$ cat src/rtl/pwm_pkg.sv
package pwm_pkg;

    localparam int DATA_W     = 32;
    localparam int PRE_W      = 8;
    localparam int MOD_W      = 8;
    localparam int DUTY_W     = 16;
    localparam int BANK_SHIFT = 5;

    localparam logic [BANK_SHIFT-1:0] OFS_PRE  = 5'h00;
    localparam logic [BANK_SHIFT-1:0] OFS_MOD  = 5'h04;
    localparam logic [BANK_SHIFT-1:0] OFS_DUTY = 5'h08;
    localparam logic [BANK_SHIFT-1:0] OFS_RUN  = 5'h18;

    typedef struct packed {
        logic [PRE_W-1:0]  pre;
        logic [MOD_W-1:0]  mod;
        logic [DUTY_W-1:0] duty;
    } pwm_cfg_t;

    typedef enum logic [2:0] {
        SEL_NONE,
        SEL_PRE,
        SEL_MOD,
        SEL_DUTY,
        SEL_RUN
    } reg_sel_e;

    function automatic reg_sel_e decode_ofs(input logic [BANK_SHIFT-1:0] ofs);
        reg_sel_e s;
        case (ofs)
            OFS_PRE:  s = SEL_PRE;
            OFS_MOD:  s = SEL_MOD;
            OFS_DUTY: s = SEL_DUTY;
            OFS_RUN:  s = SEL_RUN;
            default:  s = SEL_NONE;
        endcase
        return s;
    endfunction

endpackage

$ cat src/rtl/pwm_bank_regs.sv
module pwm_bank_regs
    import pwm_pkg::*;
#(
    parameter int NUM_CH = 4,
    parameter int ADDR_W = 8
) (
    input  logic                    clk,
    input  logic                    rst,
    input  logic [ADDR_W-1:0]       addr,
    input  logic [DATA_W-1:0]       wdata,
    input  logic                    we,
    output logic [DATA_W-1:0]       rdata,
    output pwm_cfg_t [NUM_CH-1:0]   stage_cfg_o,
    output logic [NUM_CH-1:0]       start_o,
    output logic [NUM_CH-1:0]       stop_o,
    output logic [NUM_CH-1:0]       commit_o
);

    localparam int CH_W = (NUM_CH > 1) ? $clog2(NUM_CH) : 1;

    logic [ADDR_W-1:0] bank_idx;
    logic              bank_hit;
    logic [CH_W-1:0]   ch_sel;
    reg_sel_e          sel;
    logic [DATA_W-1:0] rd_bus [NUM_CH];

    assign bank_idx = addr >> BANK_SHIFT;
    assign bank_hit = bank_idx < ADDR_W'(NUM_CH);
    assign ch_sel   = bank_idx[CH_W-1:0];
    assign sel      = bank_hit ? decode_ofs(addr[BANK_SHIFT-1:0]) : SEL_NONE;

    for (genvar g = 0; g < NUM_CH; g++) begin : g_bank
        pwm_cfg_t          cfg_q;
        logic              run_q;
        logic              wr_here;
        logic [DATA_W-1:0] rd_val;

        assign wr_here = we && bank_hit && (ch_sel == CH_W'(g));

        always_ff @(posedge clk) begin
            if (rst) begin
                cfg_q <= '0;
                run_q <= 1'b0;
            end else if (wr_here) begin
                case (sel)
                    SEL_PRE:  cfg_q.pre  <= wdata[PRE_W-1:0];
                    SEL_MOD:  cfg_q.mod  <= wdata[MOD_W-1:0];
                    SEL_DUTY: cfg_q.duty <= wdata[DUTY_W-1:0];
                    SEL_RUN:  run_q      <= wdata[0];
                    default:  ;
                endcase
            end
        end

        always_comb begin
            case (sel)
                SEL_PRE:  rd_val = {{(DATA_W-PRE_W){1'b0}}, cfg_q.pre};
                SEL_MOD:  rd_val = {{(DATA_W-MOD_W){1'b0}}, cfg_q.mod};
                SEL_DUTY: rd_val = {{(DATA_W-DUTY_W){1'b0}}, cfg_q.duty};
                SEL_RUN:  rd_val = {{(DATA_W-1){1'b0}}, run_q};
                default:  rd_val = '0;
            endcase
        end

        assign rd_bus[g]      = rd_val;
        assign stage_cfg_o[g] = cfg_q;
        assign start_o[g]     = wr_here && (sel == SEL_RUN) && wdata[0] && !run_q;
        assign stop_o[g]      = wr_here && (sel == SEL_RUN) && !wdata[0] && run_q;
        assign commit_o[g]    = wr_here && (sel == SEL_DUTY);
    end

    always_comb begin
        rdata = '0;
        if (bank_hit) begin
            rdata = rd_bus[ch_sel];
        end
    end

endmodule

$ cat src/rtl/pwm_chan_core.sv
module pwm_chan_core
    import pwm_pkg::*;
(
    input  logic             clk,
    input  logic             rst,
    input  logic             start_i,
    input  logic             stop_i,
    input  logic             commit_i,
    input  pwm_cfg_t         stage_i,
    output logic             pwm_o,
    output logic             run_o,
    output logic [MOD_W-1:0] step_o,
    output pwm_cfg_t         act_o
);

    pwm_cfg_t         act_q;
    logic             run_q;
    logic             pend_q;
    logic [PRE_W-1:0] pre_cnt_q;
    logic [MOD_W-1:0] step_q;

    logic             pre_wrap;
    logic             step_last;
    logic [MOD_W:0]   step_inc;

    assign pre_wrap  = (pre_cnt_q == act_q.pre);
    assign step_inc  = {1'b0, step_q} + (MOD_W+1)'(1);
    assign step_last = (step_inc >= {1'b0, act_q.mod});

    always_ff @(posedge clk) begin
        if (rst) begin
            act_q     <= '0;
            run_q     <= 1'b0;
            pend_q    <= 1'b0;
            pre_cnt_q <= '0;
            step_q    <= '0;
        end else if (stop_i) begin
            run_q     <= 1'b0;
            pend_q    <= 1'b0;
            pre_cnt_q <= '0;
            step_q    <= '0;
        end else if (start_i) begin
            run_q     <= 1'b1;
            pend_q    <= 1'b0;
            act_q     <= stage_i;
            pre_cnt_q <= '0;
            step_q    <= '0;
        end else if (run_q) begin
            if (commit_i) begin
                pend_q <= 1'b1;
            end
            if (pre_wrap) begin
                pre_cnt_q <= '0;
                if (step_last) begin
                    step_q <= '0;
                    if (pend_q) begin
                        act_q  <= stage_i;
                        pend_q <= commit_i;
                    end
                end else begin
                    step_q <= step_inc[MOD_W-1:0];
                end
            end else begin
                pre_cnt_q <= pre_cnt_q + PRE_W'(1);
            end
        end
    end

    assign pwm_o  = run_q && ({{(DUTY_W-MOD_W){1'b0}}, step_q} < act_q.duty);
    assign run_o  = run_q;
    assign step_o = step_q;
    assign act_o  = act_q;

endmodule

$ cat src/rtl/pwm_quad.sv
module pwm_quad
    import pwm_pkg::*;
#(
    parameter int NUM_CH = 4,
    parameter int ADDR_W = 8
) (
    input  logic              clk,
    input  logic              rst,
    input  logic [ADDR_W-1:0] bus_addr,
    input  logic [31:0]       bus_wdata,
    input  logic              bus_we,
    output logic [31:0]       bus_rdata,
    output logic [NUM_CH-1:0] pwm_out
);

    pwm_cfg_t [NUM_CH-1:0]            stage_w;
    pwm_cfg_t [NUM_CH-1:0]            act_w;
    logic [NUM_CH-1:0]                start_w;
    logic [NUM_CH-1:0]                stop_w;
    logic [NUM_CH-1:0]                commit_w;
    logic [NUM_CH-1:0]                run_w;
    logic [NUM_CH-1:0][MOD_W-1:0]     step_w;

    pwm_bank_regs #(
        .NUM_CH (NUM_CH),
        .ADDR_W (ADDR_W)
    ) regs_i (
        .clk         (clk),
        .rst         (rst),
        .addr        (bus_addr),
        .wdata       (bus_wdata),
        .we          (bus_we),
        .rdata       (bus_rdata),
        .stage_cfg_o (stage_w),
        .start_o     (start_w),
        .stop_o      (stop_w),
        .commit_o    (commit_w)
    );

    for (genvar g = 0; g < NUM_CH; g++) begin : g_chan
        pwm_chan_core core_i (
            .clk      (clk),
            .rst      (rst),
            .start_i  (start_w[g]),
            .stop_i   (stop_w[g]),
            .commit_i (commit_w[g]),
            .stage_i  (stage_w[g]),
            .pwm_o    (pwm_out[g]),
            .run_o    (run_w[g]),
            .step_o   (step_w[g]),
            .act_o    (act_w[g])
        );
    end

endmodule

$ cat config.mk
export PLATFORM = sky130hd
export DESIGN_NAME = pwm_quad
export DESIGN_NICKNAME = d
export VERILOG_FILES = /design/src/rtl/pwm_pkg.sv /design/src/rtl/pwm_bank_regs.sv /design/src/rtl/pwm_chan_core.sv /design/src/rtl/pwm_quad.sv
export SDC_FILE = /design/constraint.sdc
export NUM_CORES = 1
export LEC_CHECK = 0
export ABC_AREA = 1
export BUFFER_PORTS_ARGS = -buffer_cell sky130_fd_sc_hd__buf_2
export CORE_MARGIN = 5
export CORE_UTILIZATION = 40
export CTS_BUF_LIST = sky130_fd_sc_hd__clkbuf_2
export DETAILED_ROUTE_END_ITERATION = 16
export GPL_TIMING_DRIVEN = 0
export SYNTH_ARGS = -nofsm -noshare
export SYNTH_HDL_FRONTEND = slang
export SYNTH_HIERARCHICAL = 1
export SYNTH_SLANG_ARGS = --single-unit
$ cat constraint.sdc
create_clock -name clk -period 2.5 [get_ports clk]
set_input_delay 0.125 -clock clk [delete_from_list [all_inputs] [get_ports clk]]
set_output_delay 0.125 -clock clk [all_outputs]
set_load 0.01 [all_outputs]
Word-level counts from Yosys, hierarchy flattened

Cells that the tools add are included.

Register bits: 332
Latch bits: 0
RAM bits: 0
Memory bits (read-only): 0
Word-level logic and storage cells: 223
Memories kept: 0

Add/sub/neg operators: 8
$mul: 0
Divide/modulo/power cells: 0
Order comparisons: 10
Equal/unequal tests: 14
Shift operators: 0
Multiplexer cells: 54
Bitwise logic cells: 5
Reductions and logical operators: 88

Operators with widths:

| operator            | count |
|---|---|
| $mux 32             | 23 |
| $pmux 16 s4         | 4 |
| $bmux 32 s2         | 1 |
| $lt 8x16->1         | 4 |
| $mux 8              | 8 |
| $reduce_and 2->1    | 20 |
| $add 8x1->9 const B | 4 |
| $ge 9x8->1          | 4 |
| $logic_and 1x1->1   | 33 |
| $add 8x1->8 const B | 4 |
| $eq 8x8->1          | 4 |
| $reduce_bool 2->1   | 16 |
| $reduce_and 5->1    | 4 |
| $mux 1              | 16 |
| $pmux 3 s4          | 1 |
| $reduce_or 3->1     | 4 |
| $reduce_or 2->1     | 4 |
| $eq 3x2->1 const B  | 2 |
| $eq 5x3->1 const B  | 1 |
| $eq 5x4->1 const B  | 1 |
| $eq 5x5->1 const B  | 1 |
| $logic_not 1->1     | 5 |
| $logic_not 5->1     | 1 |
| $eq 2x2->1 const B  | 2 |
| other kinds (9)     | 12 |

Depth between registers and ports, before layout

Gate-level depths: netlist of the first run.

Depth in word-level cells: 9
Gate-level depth with buffers: 19

Hierarchy

Netlist of the first run, hierarchy kept.

Modules (own cells, without submodules):

| module        | times used | cells each | area an instance (um2) | sequential area each (um2) |
|---|---|---|---|---|
| pwm_chan_core | 4          | 425        | 2894.0                 | 1001.0 |
| pwm_bank_regs | 1          | 888        | 6229.7                 | 2642.5 |

Least setup slack after synthesis of the first run

OpenSTA, ideal clock, no wires.

Kind: register to register
Start point: register g_chan[0].core_i.step_q[0]
End point: register g_chan[0].core_i.act_q, in the netlist g_chan[0].core_i/act_o[13]
Setup time: 0.113 ns
Data arrival time: 2.050 ns
Required time: 2.387 ns
Slack: 0.336 ns
Cell stages (with the launch flop): 15
Path buffers: 1
Cells stage by stage: dfxtp_1 ha_1 nand3_1 nor2_1 xor2_1 ha_1 a21oi_1 nand2_1 nand2_1 nand2_1 nand2_2 nand2_8 buf_6 a21oi_2 nor2_2

Cells in the longest elaborated chain, start to end: 4

Ends and longest elaborated chain:

| element                            | line                | RTL |
|---|---|---|
| from (decl)                        | pwm_chan_core.sv:20 | `logic [MOD_W-1:0] step_q;` |
| from (signal assigned)             | pwm_chan_core.sv:61 | `step_q <= step_inc[MOD_W-1:0];` |
| $add 8x1->9                        | pwm_chan_core.sv:27 | `assign step_inc = {1'b0, step_q} + (MOD_W+1)'(1);` |
| $ge 9x8->1                         | pwm_chan_core.sv:28 | `assign step_last = (step_inc >= {1'b0, act_q.mod});` |
| $reduce_bool 2->1 (no source line) | n/a                 |  |
| $reduce_and 5->1 (no source line)  | n/a                 |  |
| to (signal assigned)               | pwm_chan_core.sv:45 | `act_q <= stage_i;` |
| to (signal assigned)               | pwm_chan_core.sv:57 | `act_q <= stage_i;` |
| to (decl)                          | pwm_chan_core.sv:16 | `pwm_cfg_t act_q;` |

Every way passes these cells.
A chain may end at the register's enable or synchronous reset.

Final worst setup path of the first run

Start point: register g_chan[1].core_i.step_q[1]
End point: register g_chan[1].core_i.act_q, in the netlist g_chan[1].core_i/act_o[24]

Cells in the longest elaborated chain, start to end: 4

Ends and longest elaborated chain:

| element                            | line |
|---|---|
| from (decl)                        | pwm_chan_core.sv:20 |
| from (signal assigned)             | pwm_chan_core.sv:61 |
| $add 8x1->9                        | pwm_chan_core.sv:27 |
| $ge 9x8->1                         | pwm_chan_core.sv:28 |
| $reduce_bool 2->1 (no source line) | n/a |
| $reduce_and 5->1 (no source line)  | n/a |
| to (signal assigned)               | pwm_chan_core.sv:45 |
| to (signal assigned)               | pwm_chan_core.sv:57 |
| to (decl)                          | pwm_chan_core.sv:16 |

Every way passes these cells.

==> impl_summary.log, run 1 <==
INFO  metric synth_compound_area_share = 11.7%
INFO  metric leakagePower = 0.00907 uW
INFO  metric run_status = finished with violations
INFO  metric finalCritPeriodShare = 102%
INFO  metric timing.final.max_slew_violations = 0
INFO  metric power.net_switching = 2720 uW
INFO  metric globalRouteOverflowTotal = 0
INFO  metric timing.critical_path.arrival = 3.46 ns
INFO  metric tightest_slew = 0.801 ns
INFO  metric mostFrequentLayoutCells = 598 x sky130_fd_sc_hd__nand2_1, 330 x sky130_fd_sc_hd__inv_1, 301 x sky130_fd_sc_hd__dfxtp_1, 256 x sky130_fd_sc_hd__nor2_1, 215 x sky130_fd_sc_hd__a21oi_1
INFO  metric clk_root_buffer_cell = sky130_fd_sc_hd__clkbuf_2
INFO  metric starting_density_of_the_core = 40.4%
INFO  metric grt_max_degree = 13
INFO  metric synth_top_family_by_area = simple AND/OR/NAND/NOR gates
INFO  metric combinational_group_share_of_total_power = 5.8%
INFO  metric vdd_drop_max = 325 uV
INFO  metric num-nets-final = 2991
INFO  metric sw_frac_of_total = 27.7%
INFO  metric max_transition_margin = 46.6%
INFO  metric synthAdderAreaFrac = 4.78%
INFO  metric finalWorstSetupSlack = -0.0458 ns
INFO  metric pre_cts_slack = -0.0294 ns
INFO  metric max-clock-path-buffers = 3
INFO  metric crit_fanout = 8
INFO  metric fin_crit = 2.55 ns
INFO  metric cts-buffers-inserted = 92
INFO  metric setup_viol = 18
INFO  metric placement.io_buffers = 44
INFO  metric finalWirelength = 57600 microns
INFO  metric die_area = 48800 sq um
INFO  metric antenna_violations_before_repair = 2
INFO  metric ys_top_cells_by_area = sky130_fd_sc_hd__dfxtp_1 37%, sky130_fd_sc_hd__nand2_1 13%, sky130_fd_sc_hd__a21oi_1 8.2%
INFO  metric via_per_inst = 5.08
INFO  metric multi_input_comb_area = 10400 sq um
INFO  metric synth_simple_gate_area_share = 31.2%
INFO  metric slowest_stage = sky130_fd_sc_hd__dfxtp_4
INFO  metric timing.critical_path.max_delay_family = simple AND/OR/NAND/NOR gates
INFO  metric maxCapViolations = 0
INFO  metric whs = 0.0349 ns
INFO  metric pwr-share-seq = 53.9%
INFO  metric drc_errors = 0
INFO  metric muxShareOfSynthArea = 0%
INFO  metric grtUsageTotal = 21.6%
INFO  metric route.detailed.wl_per_inst = 16.3 microns
INFO  metric wire_length_of_the_first_global_routing_pass = 86400 microns
INFO  metric power_frac_clock = 40.3%
INFO  metric cts.htree.levels = 3
INFO  metric ys_seq_elements = 332
INFO  metric drt-pass1-iter-count = 5
INFO  metric sequential_cell_area = 6710 sq um
INFO  metric hpwl = 39800 microns
INFO  metric hold_violations = 0
INFO  metric final_layout_size_suffix_gt1_share = 24.4%
INFO  metric ys_types = 42
INFO  metric filler_cell_count = 4394
INFO  metric netlist_instances = 2588
INFO  metric area_growth = 28.1%
INFO  metric max_stage_delay = 0.37 ns
INFO  metric p_int = 7080 uW
INFO  metric gp_congestion = 0.950
INFO  metric worst_clock_skew = 0.0434 ns
INFO  metric timing.critical_path.required = 3.42 ns
INFO  metric detail_route.iter0.violations = 1449
INFO  metric path_common_cell = sky130_fd_sc_hd__nand2_1
INFO  metric cp-start-kind = flop
INFO  metric antenna_left = 0
INFO  metric violations = setup timing
INFO  metric floorplan.core_area = 44100 sq um
INFO  metric yosysWarningCount = 6
INFO  metric die_height = 221 microns
INFO  metric cts.sinks = 332
INFO  metric clkLatencyLatePin = 1.04 ns
INFO  metric vias_in_the_first_global_route = 16800
INFO  metric syn-cell-area = 17800 sq um
INFO  metric endpoint_kind = flop
INFO  metric setup_repair_after_global_routing_missed_its_margin = yes
INFO  metric cp_num_buf_inv = 4
INFO  metric synth-seq-area-share = 37.3%
INFO  metric synth.largest_area_cell = sky130_fd_sc_hd__dfxtp_1
INFO  metric power_per_cell_area = 429 nW/um^2
INFO  metric path_class = flop to flop
INFO  metric clock_tree_from_tritoncts = built
INFO  metric synthesized_area_fraction_occupied_by_xor_and_xnor_cells = 2.16%
INFO  metric power.total = 9790 uW
INFO  metric average_instance_area_after_synthesis = 6.88 sq um
INFO  metric path_cells = buf_6, ha_4, nand3_4, xor2_4, ha_4, nand2_2, inv_2, nand2_1, nand3_1, nand2_1, nand2_1, nand2_1, nand2_2, nand2_4, nand2_8, buf_8, clkbuf_16, a21oi_2, nor2_1
INFO  metric final_common_cell = sky130_fd_sc_hd__nand2_1
INFO  metric rows = 77
INFO  metric via_count = 18000
INFO  metric share_of_the_synthesized_area_in_the_top_cell_type = 37.3%
INFO  metric boundaryPins = 79
INFO  metric fp.dieW = 221 microns
INFO  metric hold_path_class = input pin to flop
INFO  metric path_clk_slew = 0.10 ns
INFO  metric timing.fmax = 393 MHz
layout make-up:
class | instances | share of cell area, %
clock inverter | 25 | 0.653
inverter | 361 | 6.03
antenna | 2 | 0.0219
sequential | 332 | 29.4
multi-input combinational | 1780 | 45.7
buffer | 131 | 4.02
clock buffer | 134 | 2.94
timing repair buffer | 182 | 8.03
tap | 592 | 3.25
what timing repair did:
item / 4_1_cts / 5_1_grt
endpoints found under the setup margin: 87 / 180
pin swaps: 16 / 141
buffers inserted: 13 / 27
resized for setup: 51 / 345
hold buffers: 73 / 6
endpoints found under the hold margin: 309 / 9
gates cloned: 1 / 23
power groups by stage:
stage / clock, uW / sequential [uW] / combinational (uW)
CTS: 4110 / 5280 / 536
global route: 4430 / 5280 / 602
floorplan: 0 / 5410 / 288
detailed placement: 0 / 5410 / 477
finish: 3950 / 5280 / 564
global placement: 0 / 5410 / 474
worst paths after layout:
path / start / to / slack, ns / cells after the start
min: bus_addr[0] / regs_i/stage_cfg_o[100] / 0.03 / 8
max reg2reg: g_chan[1].core_i/step_o[1] / g_chan[1].core_i/act_o[24] / -0.05 / 19
max: g_chan[1].core_i/step_o[1] / g_chan[1].core_i/act_o[24] / -0.05 / 19
min reg2reg: g_chan[0].core_i/act_o[3] / g_chan[0].core_i/act_o[3] / 0.46 / 2
registers in the layout, indices dropped and copies added, names as in the netlist:
| signal | count |
|---|---|
| g_chan.core_i/act_o | 128 |
| regs_i/stage_cfg_o | 128 |
| g_chan.core_i/pre_cnt_q | 32 |
| g_chan.core_i/step_o | 32 |
| g_chan.core_i/pend_q | 4 |
| g_chan.core_i/run_o | 4 |
| regs_i/g_bank.run_q | 4 |
metal layers:
metal  wire length [microns]  global-route usage (%)  up-vias
met5                       0                       0        -
met1                   25100                    28.5     8366
met2                   26000                    33.8      641
met4                    1920                    9.30        0
met3                    4600                    5.39      129
li1                        -                       -     8829
kinds of logic (layout without fill, tap and decap cells):
group	after synthesis	in the layout
and+or+nand+nor	1262	1266
buffers and inverters	495	833
other	1	18
adders and majority gates	68	68
AOI/OAI and AO/OA	386	386
xor gates and xnor gates	44	44
DFF	332	332
metrics by stage:
step	area, sq um	instances	util (%)	setup TNS (ns)
floorplan	17900	2603	-	0
detailed placement	18800	3239	42.7	-0.248
global placement	18800	3239	42.7	0
finish	22800	3539	51.7	-0.226
CTS	20700	3485	46.8	-2.54
global route	22800	3539	51.7	-18.52
worst min-delay path: stages:
cell	delay (ns)
sky130_fd_sc_hd__buf_2	0.10
sky130_fd_sc_hd__nor2_4	0.06
sky130_fd_sc_hd__nand2_4	0.09
sky130_fd_sc_hd__nor2_8	0.07
sky130_fd_sc_hd__dlymetal6s2s_1	0.22
sky130_fd_sc_hd__nand2_4	0.16
sky130_fd_sc_hd__nand2_1	0.06
sky130_fd_sc_hd__a21oi_1	0.12
synthesized netlist by cell type (all sizes together):
cell type and instances:
a22oi 1, xnor2 16, xor2 28, nor3b 8
nand4 28, and2 4, nand2 655, nand3 238
clkbuf 32, a211oi 16, o211ai 4, nor4 8
nor3 15, a31oi 4, clkinv 1, nand3b 13
o21ai 52, buf 102, conb 1, inv 360
nor2 293, a21oi 309, ha 68, dfxtp 332
Power figures use the tool's default switching activity.
==> inputs of run 2 (changes only) <==
--- a/config.mk
+++ b/config.mk
@@ -12,6 +12,7 @@
 export CTS_BUF_LIST = sky130_fd_sc_hd__clkbuf_2
 export DETAILED_ROUTE_END_ITERATION = 16
 export GPL_TIMING_DRIVEN = 0
+export PLACE_DENSITY_LB_ADDON = 0.05
 export SYNTH_ARGS = -nofsm -noshare
 export SYNTH_HDL_FRONTEND = slang
 export SYNTH_HIERARCHICAL = 1
==> impl_summary.log, run 2 (synthesized netlist as in run 1, its figures left out) <==
INFO  metric gp_congestion = 0.933 (-1.8%)
INFO  metric route.detailed.wl_per_inst = 17.1 microns (+4.7%)
INFO  metric timing.critical_path.to = regs_i/stage_cfg_o[10]
INFO  metric worst_clock_skew = 0.0367 ns (-0.00673 ns)
INFO  metric power_per_cell_area = 425 nW/um^2 (-0.90%)
INFO  metric crit-reg2reg-launch = g_chan[0].core_i/step_o[1]
INFO  metric die_height = 221 microns (unchanged)
INFO  metric finish.utilization = 52.9% (+1.2 points)
INFO  metric via_count = 17900 (-0.34%)
INFO  metric timing.critical_path.from = bus_addr[5]
INFO  metric antenna_left = 0 (unchanged)
INFO  metric max_transition_margin = 36.2% (-10 points)
INFO  metric placement.io_buffers = 44 (unchanged)
INFO  metric clk_root_buffer_cell = sky130_fd_sc_hd__clkbuf_2
INFO  metric drc_errors = 0 (unchanged)
INFO  metric hpwl = 42500 microns (+6.6%)
INFO  metric finalWorstSetupSlack = -0.277 ns (-0.232 ns)
INFO  metric hold_path_class = input pin to flop
INFO  metric fp.dieW = 221 microns (unchanged)
INFO  metric timing.final.max_slew_violations = 0 (unchanged)
INFO  metric hold_violations = 0 (unchanged)
INFO  metric reg2reg_depth = 19 (unchanged)
INFO  metric num-nets-final = 3024 (+1.1%)
INFO  metric whs = 0.142 ns (+0.107 ns)
INFO  metric drt-pass1-iter-count = 8 (+3)
INFO  metric grtUsageTotal = 23.2% (+1.6 points)
INFO  metric wire_length_of_the_first_global_routing_pass = 91100 microns (+5.5%)
INFO  metric clock_tree_from_tritoncts = built
INFO  metric maxCapViolations = 0 (unchanged)
INFO  metric timing.critical_path.arrival = 3.78 ns (+0.32 ns)
INFO  metric rows = 77 (unchanged)
INFO  metric crit_fanout = 10 (+2)
INFO  metric timing.fmax = 360 MHz (-8.3%)
INFO  metric grt_max_degree = 13 (unchanged)
INFO  metric violations = setup timing
INFO  metric antenna_violations_before_repair = 2 (unchanged)
INFO  metric leakagePower = 0.00920 uW (+1.5%)
INFO  metric setup_viol = 15 (-3)
INFO  metric setup_repair_after_global_routing_missed_its_margin = yes
INFO  metric floorplan.core_area = 44100 sq um (unchanged)
INFO  metric boundaryPins = 79 (unchanged)
INFO  metric tightest_slew = 0.957 ns (+0.156 ns)
INFO  metric path_clk_slew = 0.12 ns (+0.02 ns)
INFO  metric finalWirelength = 61100 microns (+6.0%)
INFO  metric fin_crit = 2.78 ns (+0.232 ns)
INFO  metric via_per_inst = 5.00 (-1.6%)
INFO  metric cts-buffers-inserted = 96 (+4.3%)
INFO  metric final_layout_size_suffix_gt1_share = 26.4% (+2.0 points)
INFO  metric globalRouteOverflowTotal = 0 (unchanged)
INFO  metric vias_in_the_first_global_route = 16700 (-0.50%)
INFO  metric max-clock-path-buffers = 3 (unchanged)
INFO  metric timing.critical_path.required = 3.50 ns (+0.08 ns)
INFO  metric reg2reg_slack = 0.02 ns (+0.07 ns)
INFO  metric worstReg2RegEnd = g_chan[0].core_i/act_o[27]
INFO  metric vdd_drop_max = 335 uV (+3.0%)
INFO  metric detail_route.iter0.violations = 1207 (-17%)
INFO  metric mostFrequentLayoutCells = 574 x sky130_fd_sc_hd__nand2_1, 330 x sky130_fd_sc_hd__inv_1, 300 x sky130_fd_sc_hd__dfxtp_1, 251 x sky130_fd_sc_hd__nor2_1, 221 x sky130_fd_sc_hd__a21oi_1
INFO  metric starting_density_of_the_core = 40.4% (unchanged)
INFO  metric clkLatencyLatePin = 1.04 ns (about the same)
INFO  metric cts.sinks = 332 (unchanged)
INFO  metric fin_setup_tns = -0.784 ns (-0.558 ns)
INFO  metric path_class = input pin to flop
INFO  metric area_growth = 31.2%
INFO  metric final_common_cell = sky130_fd_sc_hd__nand2_1
INFO  metric finalCritPeriodShare = 111% (+9.3 points)
INFO  metric endpoint_kind = flop
INFO  metric cp-start-kind = input pin
INFO  metric cts.htree.levels = 3 (unchanged)
INFO  metric power.total = 9930 uW (+1.4%)
INFO  metric run_status = finished with violations
INFO  metric die_area = 48800 sq um (unchanged)
[run 2: layer usage]
metal	global-route usage, %	part of all wire (%)	vias up
met4	6.98	2.4	0
met3	5.38	6.6	118
li1	-	-	8920
met2	36.6	45	505
met1	32.0	46	8361
met5	0	0	-
[run 2: worst min path at each step]
stage                        from                      end  slack, ns  depth (start not counted)
floorplan           bus_wdata[12]   regs_i/stage_cfg_o[76]       0.27                          2
global placement     bus_wdata[4]   regs_i/stage_cfg_o[92]       0.42                          3
detailed placement   bus_wdata[3]   regs_i/stage_cfg_o[83]       0.43                          3
CTS                  bus_wdata[0]   regs_i/stage_cfg_o[32]       0.03                          4
global route          bus_addr[0]  regs_i/stage_cfg_o[102]       0.04                          9
finish                bus_addr[0]   regs_i/stage_cfg_o[16]       0.14                          7
[run 2: through the flow]
stage | cell area, sq um | instances | worst slack (ns)
after global placement | 18800 | 3239 | -0.203
after detailed placement | 18800 | 3239 | -0.179
after global routing | 23400 | 3584 | -0.229
after floorplan | 17900 | 2603 | 0.336
after CTS | 21200 | 3531 | -0.159
final | 23400 | 3584 | -0.277
[run 2: final cells by class]
class                           count  area (sq um)
Tap cell                          592           741
Clock buffer                      144           721
Clock inverter                     31           144
Fill cell                        4527         20800
Sequential cell                   332          6710
Inverter                          361          1380
Multi-Input combinational cell   1779         10600
Buffer                            134           968
Antenna cell                        2          5.00
Timing Repair Buffer              209          2080
[run 2: timing repair]
action	4_1_cts	5_1_grt
gates cloned	6	18
gates resized for setup	98	380
buffers inserted	18	25
endpoints found under the setup margin	120	185
hold buffers	93	10
pin swaps	42	140
endpoints found under the hold margin	305	32
[run 2: worst max-delay path: stages]
cell and delay [ns]:
sky130_fd_sc_hd__buf_2 0.12, sky130_fd_sc_hd__buf_6 0.14, sky130_fd_sc_hd__dlygate4sd3_1 0.65, sky130_fd_sc_hd__nor2_1 0.16
sky130_fd_sc_hd__nand2_2 0.09, sky130_fd_sc_hd__inv_2 0.08, sky130_fd_sc_hd__nand2_4 0.07, sky130_fd_sc_hd__dlygate4sd3_1 0.67
sky130_fd_sc_hd__inv_4 0.14, sky130_fd_sc_hd__buf_6 0.19, sky130_fd_sc_hd__nand2_1 0.08, sky130_fd_sc_hd__dlygate4sd3_1 0.57
sky130_fd_sc_hd__a21oi_1 0.12, sky130_fd_sc_hd__dlygate4sd3_1 0.56
[run 2: power by group]
group          leakage [uW]  switching (uW)  total [uW]  internal, uW
clock network      0.000664            2430        4060          1630
logic               0.00585             409         593           184
registers           0.00269            2.96        5280          5270
